<file path="config.mk">
export PLATFORM = sky130hd
export DESIGN_NAME = cpu_core
export DESIGN_NICKNAME = d
export VERILOG_FILES = /design/src/rtl/cpu_pkg.sv /design/src/rtl/cpu_decode.sv /design/src/rtl/cpu_regfile.sv /design/src/rtl/cpu_pc_next.sv /design/src/rtl/cpu_core.sv
export SDC_FILE = /design/constraint.sdc
export NUM_CORES = 1
export LEC_CHECK = 0
export ABC_CLOCK_PERIOD_IN_PS = 16700
export CORE_MARGIN = 3
export CORE_UTILIZATION = 55
export CTS_BUF_LIST = sky130_fd_sc_hd__clkbuf_8
export DETAILED_ROUTE_END_ITERATION = 8
export GPL_TIMING_DRIVEN = 1
export PLACE_DENSITY_LB_ADDON = 0.25
export SLEW_MARGIN = 40
export SYNTH_ARGS = -nofsm -noshare
export SYNTH_HDL_FRONTEND = slang
export SYNTH_SLANG_ARGS = --single-unit
export TNS_END_PERCENT = 50
</file>
<file path="constraint.sdc">
create_clock -name clk_i -period 16.7 [get_ports clk_i]
set_input_delay 1.67 -clock clk_i [delete_from_list [all_inputs] [get_ports clk_i]]
set_output_delay 1.67 -clock clk_i [all_outputs]
set_load 0.03 [all_outputs]
</file>
<file path="src/rtl/cpu_pkg.sv">
package cpu_pkg;
  localparam int unsigned ILEN = 16;

  typedef enum logic [3:0] {
    OP_NOP   = 4'h0,
    OP_LOAD  = 4'h1,
    OP_STORE = 4'h2,
    OP_ADD   = 4'h3,
    OP_CMP   = 4'hC,
    OP_BR    = 4'hD,
    OP_SET   = 4'hE
  } opcode_e;

  typedef struct packed {
    logic       is_load;
    logic       is_store;
    logic       is_add;
    logic       is_cmp;
    logic       is_br;
    logic       is_set;
    logic [3:0] rd;
    logic [3:0] ra;
    logic [3:0] rb;
    logic [7:0] imm;
  } dec_t;
endpackage

</file>
<file path="src/rtl/cpu_decode.sv">
module cpu_decode
  import cpu_pkg::*;
(
  input  logic [ILEN-1:0] ir_i,
  output dec_t            dec_o
);
  always_comb begin
    dec_o     = '0;
    dec_o.rd  = ir_i[11:8];
    dec_o.ra  = ir_i[7:4];
    dec_o.rb  = ir_i[3:0];
    dec_o.imm = ir_i[7:0];
    case (opcode_e'(ir_i[15:12]))
      OP_LOAD:  dec_o.is_load  = 1'b1;
      OP_STORE: dec_o.is_store = 1'b1;
      OP_ADD:   dec_o.is_add   = 1'b1;
      OP_CMP:   dec_o.is_cmp   = 1'b1;
      OP_BR:    dec_o.is_br    = 1'b1;
      OP_SET:   dec_o.is_set   = 1'b1;
      default:  ; // unused opcodes behave as no-ops
    endcase
  end
endmodule

</file>
<file path="src/rtl/cpu_regfile.sv">
module cpu_regfile #(
  parameter int unsigned DW     = 16,
  parameter int unsigned NREG   = 16,
  parameter int unsigned PC_IDX = 14,
  localparam int unsigned AW    = $clog2(NREG)
) (
  input  logic          clk_i,
  input  logic          rst_ni,
  input  logic [AW-1:0] raddr0_i,
  input  logic [AW-1:0] raddr1_i,
  output logic [DW-1:0] rdata0_o,
  output logic [DW-1:0] rdata1_o,
  input  logic          we_i,
  input  logic [AW-1:0] waddr_i,
  input  logic [DW-1:0] wdata_i,
  input  logic          pc_we_i,
  input  logic [DW-1:0] pc_d_i,
  output logic [DW-1:0] pc_o
);
  logic [DW-1:0] regs [NREG];

  for (genvar i = 0; i < NREG; i++) begin : g_reg
    if (i == PC_IDX) begin : g_pc
      // pc entry takes its full next value from the pc unit
      always_ff @(posedge clk_i or negedge rst_ni) begin
        if (!rst_ni)      regs[i] <= '0;
        else if (pc_we_i) regs[i] <= pc_d_i;
      end
    end else begin : g_gp
      always_ff @(posedge clk_i or negedge rst_ni) begin
        if (!rst_ni)                            regs[i] <= '0;
        else if (we_i && waddr_i == AW'(i))     regs[i] <= wdata_i;
      end
    end
  end

  assign rdata0_o = regs[raddr0_i];
  assign rdata1_o = regs[raddr1_i];
  assign pc_o     = regs[PC_IDX];
endmodule

</file>
<file path="src/rtl/cpu_pc_next.sv">
module cpu_pc_next #(
  parameter int unsigned DW = 16
) (
  input  logic [DW-1:0] pc_i,
  input  logic          br_taken_i,
  input  logic [7:0]    off_i,
  input  logic          pc_wr_i,
  input  logic [DW-1:0] pc_wdata_i,
  output logic [DW-1:0] pc_d_o
);
  logic [DW-1:0] br_delta;
  assign br_delta = {{(DW-9){off_i[7]}}, off_i, 1'b0};

  always_comb begin
    if (br_taken_i)   pc_d_o = pc_i + br_delta;
    else if (pc_wr_i) pc_d_o = {pc_wdata_i[DW-1:1], 1'b0};
    else              pc_d_o = pc_i + DW'(2);
  end
endmodule

</file>
<file path="src/rtl/cpu_core.sv">
module cpu_core
  import cpu_pkg::*;
#(
  parameter int unsigned DW     = 16,
  parameter int unsigned NREG   = 16,
  parameter int unsigned PC_IDX = 14
) (
  input  logic            clk_i,
  input  logic            rst_ni,
  output logic [DW-1:0]   code_addr_o,
  input  logic [ILEN-1:0] code_data_i,
  output logic [DW-1:0]   data_addr_o,
  output logic [DW-1:0]   data_wdata_o,
  input  logic [DW-1:0]   data_rdata_i,
  output logic            data_rd_o,
  output logic            data_wr_o,
  input  logic            data_busy_i
);
  localparam int unsigned AW = $clog2(NREG);

  logic            valid_q, held_q, eq_q;
  logic [ILEN-1:0] ir_q, ir;
  dec_t            dec;
  logic            go, rf_we, pc_wr, br_taken, redirect;
  logic [AW-1:0]   raddr0, raddr1;
  logic [DW-1:0]   rdata0, rdata1, wdata, pc, pc_d;

  // while stalled the ROM already shows the next word, so keep our own copy
  assign ir = held_q ? ir_q : code_data_i;

  cpu_decode u_dec (.ir_i(ir), .dec_o(dec));

  assign go     = valid_q & ~data_busy_i;
  assign raddr0 = dec.is_add ? dec.rb[AW-1:0] : dec.rd[AW-1:0];
  assign raddr1 = dec.is_add ? dec.ra[AW-1:0] : dec.ra[AW-1:0];

  always_comb begin
    if (dec.is_set)      wdata = {{(DW-8){1'b0}}, dec.imm};
    else if (dec.is_add) wdata = rdata0 + rdata1;
    else                 wdata = data_rdata_i;
  end

  assign rf_we    = go & (dec.is_set | dec.is_add | dec.is_load);
  assign pc_wr    = rf_we & (dec.rd[AW-1:0] == AW'(PC_IDX));
  assign br_taken = go & dec.is_br & eq_q;
  assign redirect = br_taken | pc_wr;

  cpu_pc_next #(.DW(DW)) u_pcn (
    .pc_i(pc), .br_taken_i(br_taken), .off_i(dec.imm),
    .pc_wr_i(pc_wr), .pc_wdata_i(wdata), .pc_d_o(pc_d)
  );

  cpu_regfile #(.DW(DW), .NREG(NREG), .PC_IDX(PC_IDX)) u_rf (
    .clk_i(clk_i), .rst_ni(rst_ni),
    .raddr0_i(raddr0), .raddr1_i(raddr1),
    .rdata0_o(rdata0), .rdata1_o(rdata1),
    .we_i(rf_we), .waddr_i(dec.rd[AW-1:0]), .wdata_i(wdata),
    .pc_we_i(~data_busy_i), .pc_d_i(pc_d), .pc_o(pc)
  );

  always_ff @(posedge clk_i or negedge rst_ni) begin
    if (!rst_ni) begin
      valid_q <= 1'b0;
      held_q  <= 1'b0;
      ir_q    <= '0;
      eq_q    <= 1'b0;
    end else if (data_busy_i) begin
      held_q <= 1'b1;
      ir_q   <= ir;
    end else begin
      held_q  <= 1'b0;
      valid_q <= ~redirect; // drop the prefetched word on redirect
      if (go && dec.is_cmp) eq_q <= (rdata0 == rdata1);
    end
  end

  assign code_addr_o  = pc;
  assign data_addr_o  = rdata1;
  assign data_wdata_o = rdata0;
  assign data_rd_o    = go & dec.is_load;
  assign data_wr_o    = go & dec.is_store;
endmodule

</file>
==> results by group <==
Placement
  – Gpl congestion: 0.9436
  – Port buffer count: 83
  – Cell count after placement: around 2,000
  – HPWL after DPL: 32,830 um

Synth
  – Cell Area, Synth: approximately 16,000 um2
  – Number of synthesis warnings: 0
  – Top FF cell, synth: dfrtp_1
  – Syn Nets: 1,717
  – Synth Instances: 1,650
  – Flops & latches, synth: 274
  – Synth area leader: dfrtp_1
  – Sequential share of the synthesized area: 0.4165
  – Distinct cells, synth: 70
  – EDFF count, synth: 0
  – Syn avg cell area: roughly 10 um2
  – Post-synth ARST share: 1.000
  – Post-synth top area share: 0.4165
  – Area contributors post-synth: dfrtp_1 42%, mux4_2 17%, nand2_1 8.1%

Timing
  – Final setup viols: 0
  – Tmin final: 8.270 ns
  – Slew @ Worst Pin: 0.9040 ns
  – RSZ-0062 raised after global routing: false
  – FMAX: ~120 MHz
  – Period utilization: 0.4952
  – Final setup TNS: 0 ns
  – Fin Clk Skew: 0.02635 ns
  – Max-Slew Margin vs Limit: 0.3945
  – Fin. max-slew vios: 0
  – Final hold viol count: 0

Route
  – Drc violations: 0
  – DRT Pass-1 Iters: 8
  – Final ANT Viol Nets: 0
  – Routed vias/inst: 6.591
  – Routed len/inst: between 20 and 25 um
  – Starting DRT DRC Count: 1,530
  – Final wirelength: 50,830 um
  – Routed vias: 13,887

Power
  – Pwr per Cell Area: 123.4 nW/um2
  – Gate power share: 0.346
  – Sw power: 0.0008406 W
  – Switching part of the total power: 0.3656
  – Clock share of power: 0.271
  – Peak supply drop: roughly 0.00008 V
  – Leak: 7.981 nW
  – Pint: ~0.0015 W
  – Reg power frac: 0.383

Outcome
  – Outcome: finished clean

Finish
  – Multi-input gate area: 9025 um2
  – Filler instances: 2,367
  – Layout cells sized above 1: 0.1706
  – FF+latch area: 6857 um2
  – Finished Layout Cells: 2,107
  – Antenna diodes: 0
  – P&R area growth vs syn: 13.22%
  – Layout Nets: around 1,800

Worst hold path
  – Hold Crit Start: u_rf.regs[158]$_DFFE_PN0P_
  – Hold path cells: 2
  – Worst hold path class: flip-flop to flip-flop
  – Hold endpoint: u_rf.regs[158]$_DFFE_PN0P_

Clock network
  – CTS max path bufs: 3
  – Cts-stage hold buffer count: 0
  – # Post-CTS Setup Buffers: 0
  – Clock Latency Late Sink: 0.58 ns
  – Post_cts resized: 0
  – Clk slew on worst S/H paths: 0.06 ns
  – TritonCTS buffer count: 46
  – Root Driver: clkbuf_8
  – CTS tree: yes
  – H-tree Lvls: 2
  – Clock sink total: 274

Die
  – Initial Utilization: 0.5659
  – Die area: 32,040 um2
  – Standard-cell rows: a little over 60
  – Die span in y: 179.0 um
  – DIE WIDTH: between 150 and 200 um
  – Core area: 29,090 um2
  – Ports: 85

Worst setup path
  – R2r setup slk: between 9 and 10 ns
  – R2r worst-path depth: 23
  – Worst-path maximum fanout: between 40 and 50
  – Startpoint types: input pin
  – Crit Path Class: input pin to flip-flop
  – Worst path arrival time: 8.70 ns
  – Crit end category: flip-flop
  – Req. time, crit path: 17.13 ns
  – R2R Path End: u_rf.regs[76]$_DFFE_PN0P_
  – RR Startpoint: held_q$_DFF_PN0_

Global routing
  – Grt total ovfl: 0
  – Pin count of the biggest net entering global routing: around 100
  – GRT Overall Usage: 0.3222
  – Vias in the first global route: 13,357
  – First-pass GRT wire length: 77,770 um
  – Initial antenna violation count: 0

Run
  – Max-Cap Viols: 0
[cells in the final DEF, fill, tap and decap left out, drive strengths merged, types with 22 or more instances in the layout]
cell,Yosys,routed
nand2,356,356
dfrtp,274,274
o21ai,259,259
mux4,123,123
clkdlybuf4s50,0,82
a21oi,66,66
nor2,64,64
clkbuf,89,61
buf,46,45
a211oi,34,34
inv,20,33
mux2i,33,33
ha,30,30
mux2,27,27
and3,26,26
nand3,23,23
a31oi,22,22
[registers in the layout (all words and copies together), names as in the netlist]
| signal | flops |
|---|---|
| held_q | 1 |
| u_rf.regs | 240 |
| eq_q | 1 |
| valid_q | 1 |
| u_rf.pc_o | 15 |
| ir_q | 16 |
[final cells by class]
class / count / share of cell area
inverters: 20 / 0.004028
repair buffers: 127 / 0.06673
clock buffers: 61 / 0.04505
multi-input cells: 1221 / 0.4842
clock inverters: 20 / 0.006310
well taps: 384 / 0.02578
flip-flops and latches: 274 / 0.3679
[stage by stage]
step | worst slack, ns | total power (W) | hold WS, ns | utilization | cell area, um2
finish | 8.430 | 0.002299 | 0.4992 | 0.6407 | 18640
global route | 8.086 | 0.002409 | 0.5194 | 0.6407 | 18640
CTS | 8.316 | 0.002288 | 0.5004 | 0.6388 | 18580
detailed placement | 7.760 | 0.001667 | 0.4861 | 0.6059 | 17630
global placement | 7.397 | 0.001638 | 0.4737 | 0.6015 | 17500
floorplan | 8.987 | 0.001420 | 0.4609 | - | 16460
[kinds of logic after synthesis]
group                      synth area share
and+or+nand+nor                      0.1357
AOI/OAI and AO/OA                    0.1579
DFF                                  0.4165
muxes                                0.2076
buffers and inverters               0.04142
adders and majority gates           0.02523
xor gates and xnor gates            0.01543
other                             0.0002278
[critical path, stage by stage]
cell and delay, ns:
clkdlybuf4s50_1 0.55, or4b_4 0.51, a21o_1 0.19, buf_4 0.26
a21oi_4 0.34, buf_8 0.23, buf_6 0.56, mux4_2 0.59
o211ai_1 0.19, o21ai_0 0.16, ha_1 0.30, fa_1 0.44
a21o_1 0.18, a21oi_1 0.34, o21ai_1 0.16, a211oi_1 0.37
o21bai_1 0.18, a2111o_1 0.45, a31o_2 0.21, a32oi_1 0.22
buf_2 0.24, buf_2 0.19, o21ai_0 0.10
[worst max path at each step]
stage	start	to	slack (ns)	cells after the start
after floorplan	code_data_i[14]	u_rf.regs[108]$_DFFE_PN0P_	8.99	21
after global placement	code_data_i[14]	u_rf.regs[172]$_DFFE_PN0P_	7.40	20
after detailed placement	code_data_i[12]	u_rf.regs[76]$_DFFE_PN0P_	7.76	22
after CTS	code_data_i[12]	u_rf.regs[76]$_DFFE_PN0P_	8.32	22
after global routing	code_data_i[12]	u_rf.regs[124]$_DFFE_PN0P_	8.09	23
final	code_data_i[12]	u_rf.regs[76]$_DFFE_PN0P_	8.43	23
[routing by layer]
metal  GRT usage  vias to the layer above  routed length, um
met2      0.4869                      924              22660
met4      0.1305                        0               2154
met5           0                        -                  0
met3     0.07730                      172               6048
li1            -                     6095                  -
met1      0.4521                     6696              19960
[cell usage after synthesis (all sizes together), types with 6 or more instances]
master and n:
and2 17, o21ai 259, inv 20, nor3 17, a211oi 34, a31oi 22, a21oi 66, xor2 15
xnor2 14, ha 30, and3 26, dfrtp 274, mux2i 33, nand3 23, mux4 123, o31ai 6
nor2 64, clkbuf 89, nand2 356, buf 46, mux2 27, a21o 12, o211ai 7
[power groups by stage]
stage               registers [W]  clock network, W  logic (W)
finish                   0.000881          0.000622   0.000796
global route             0.000892          0.000659   0.000858
floorplan                0.000844                 0   0.000576
global placement         0.000878                 0   0.000759
CTS                      0.000876          0.000628   0.000784
detailed placement       0.000887                 0   0.000780
Power figures use the tool's default switching activity.
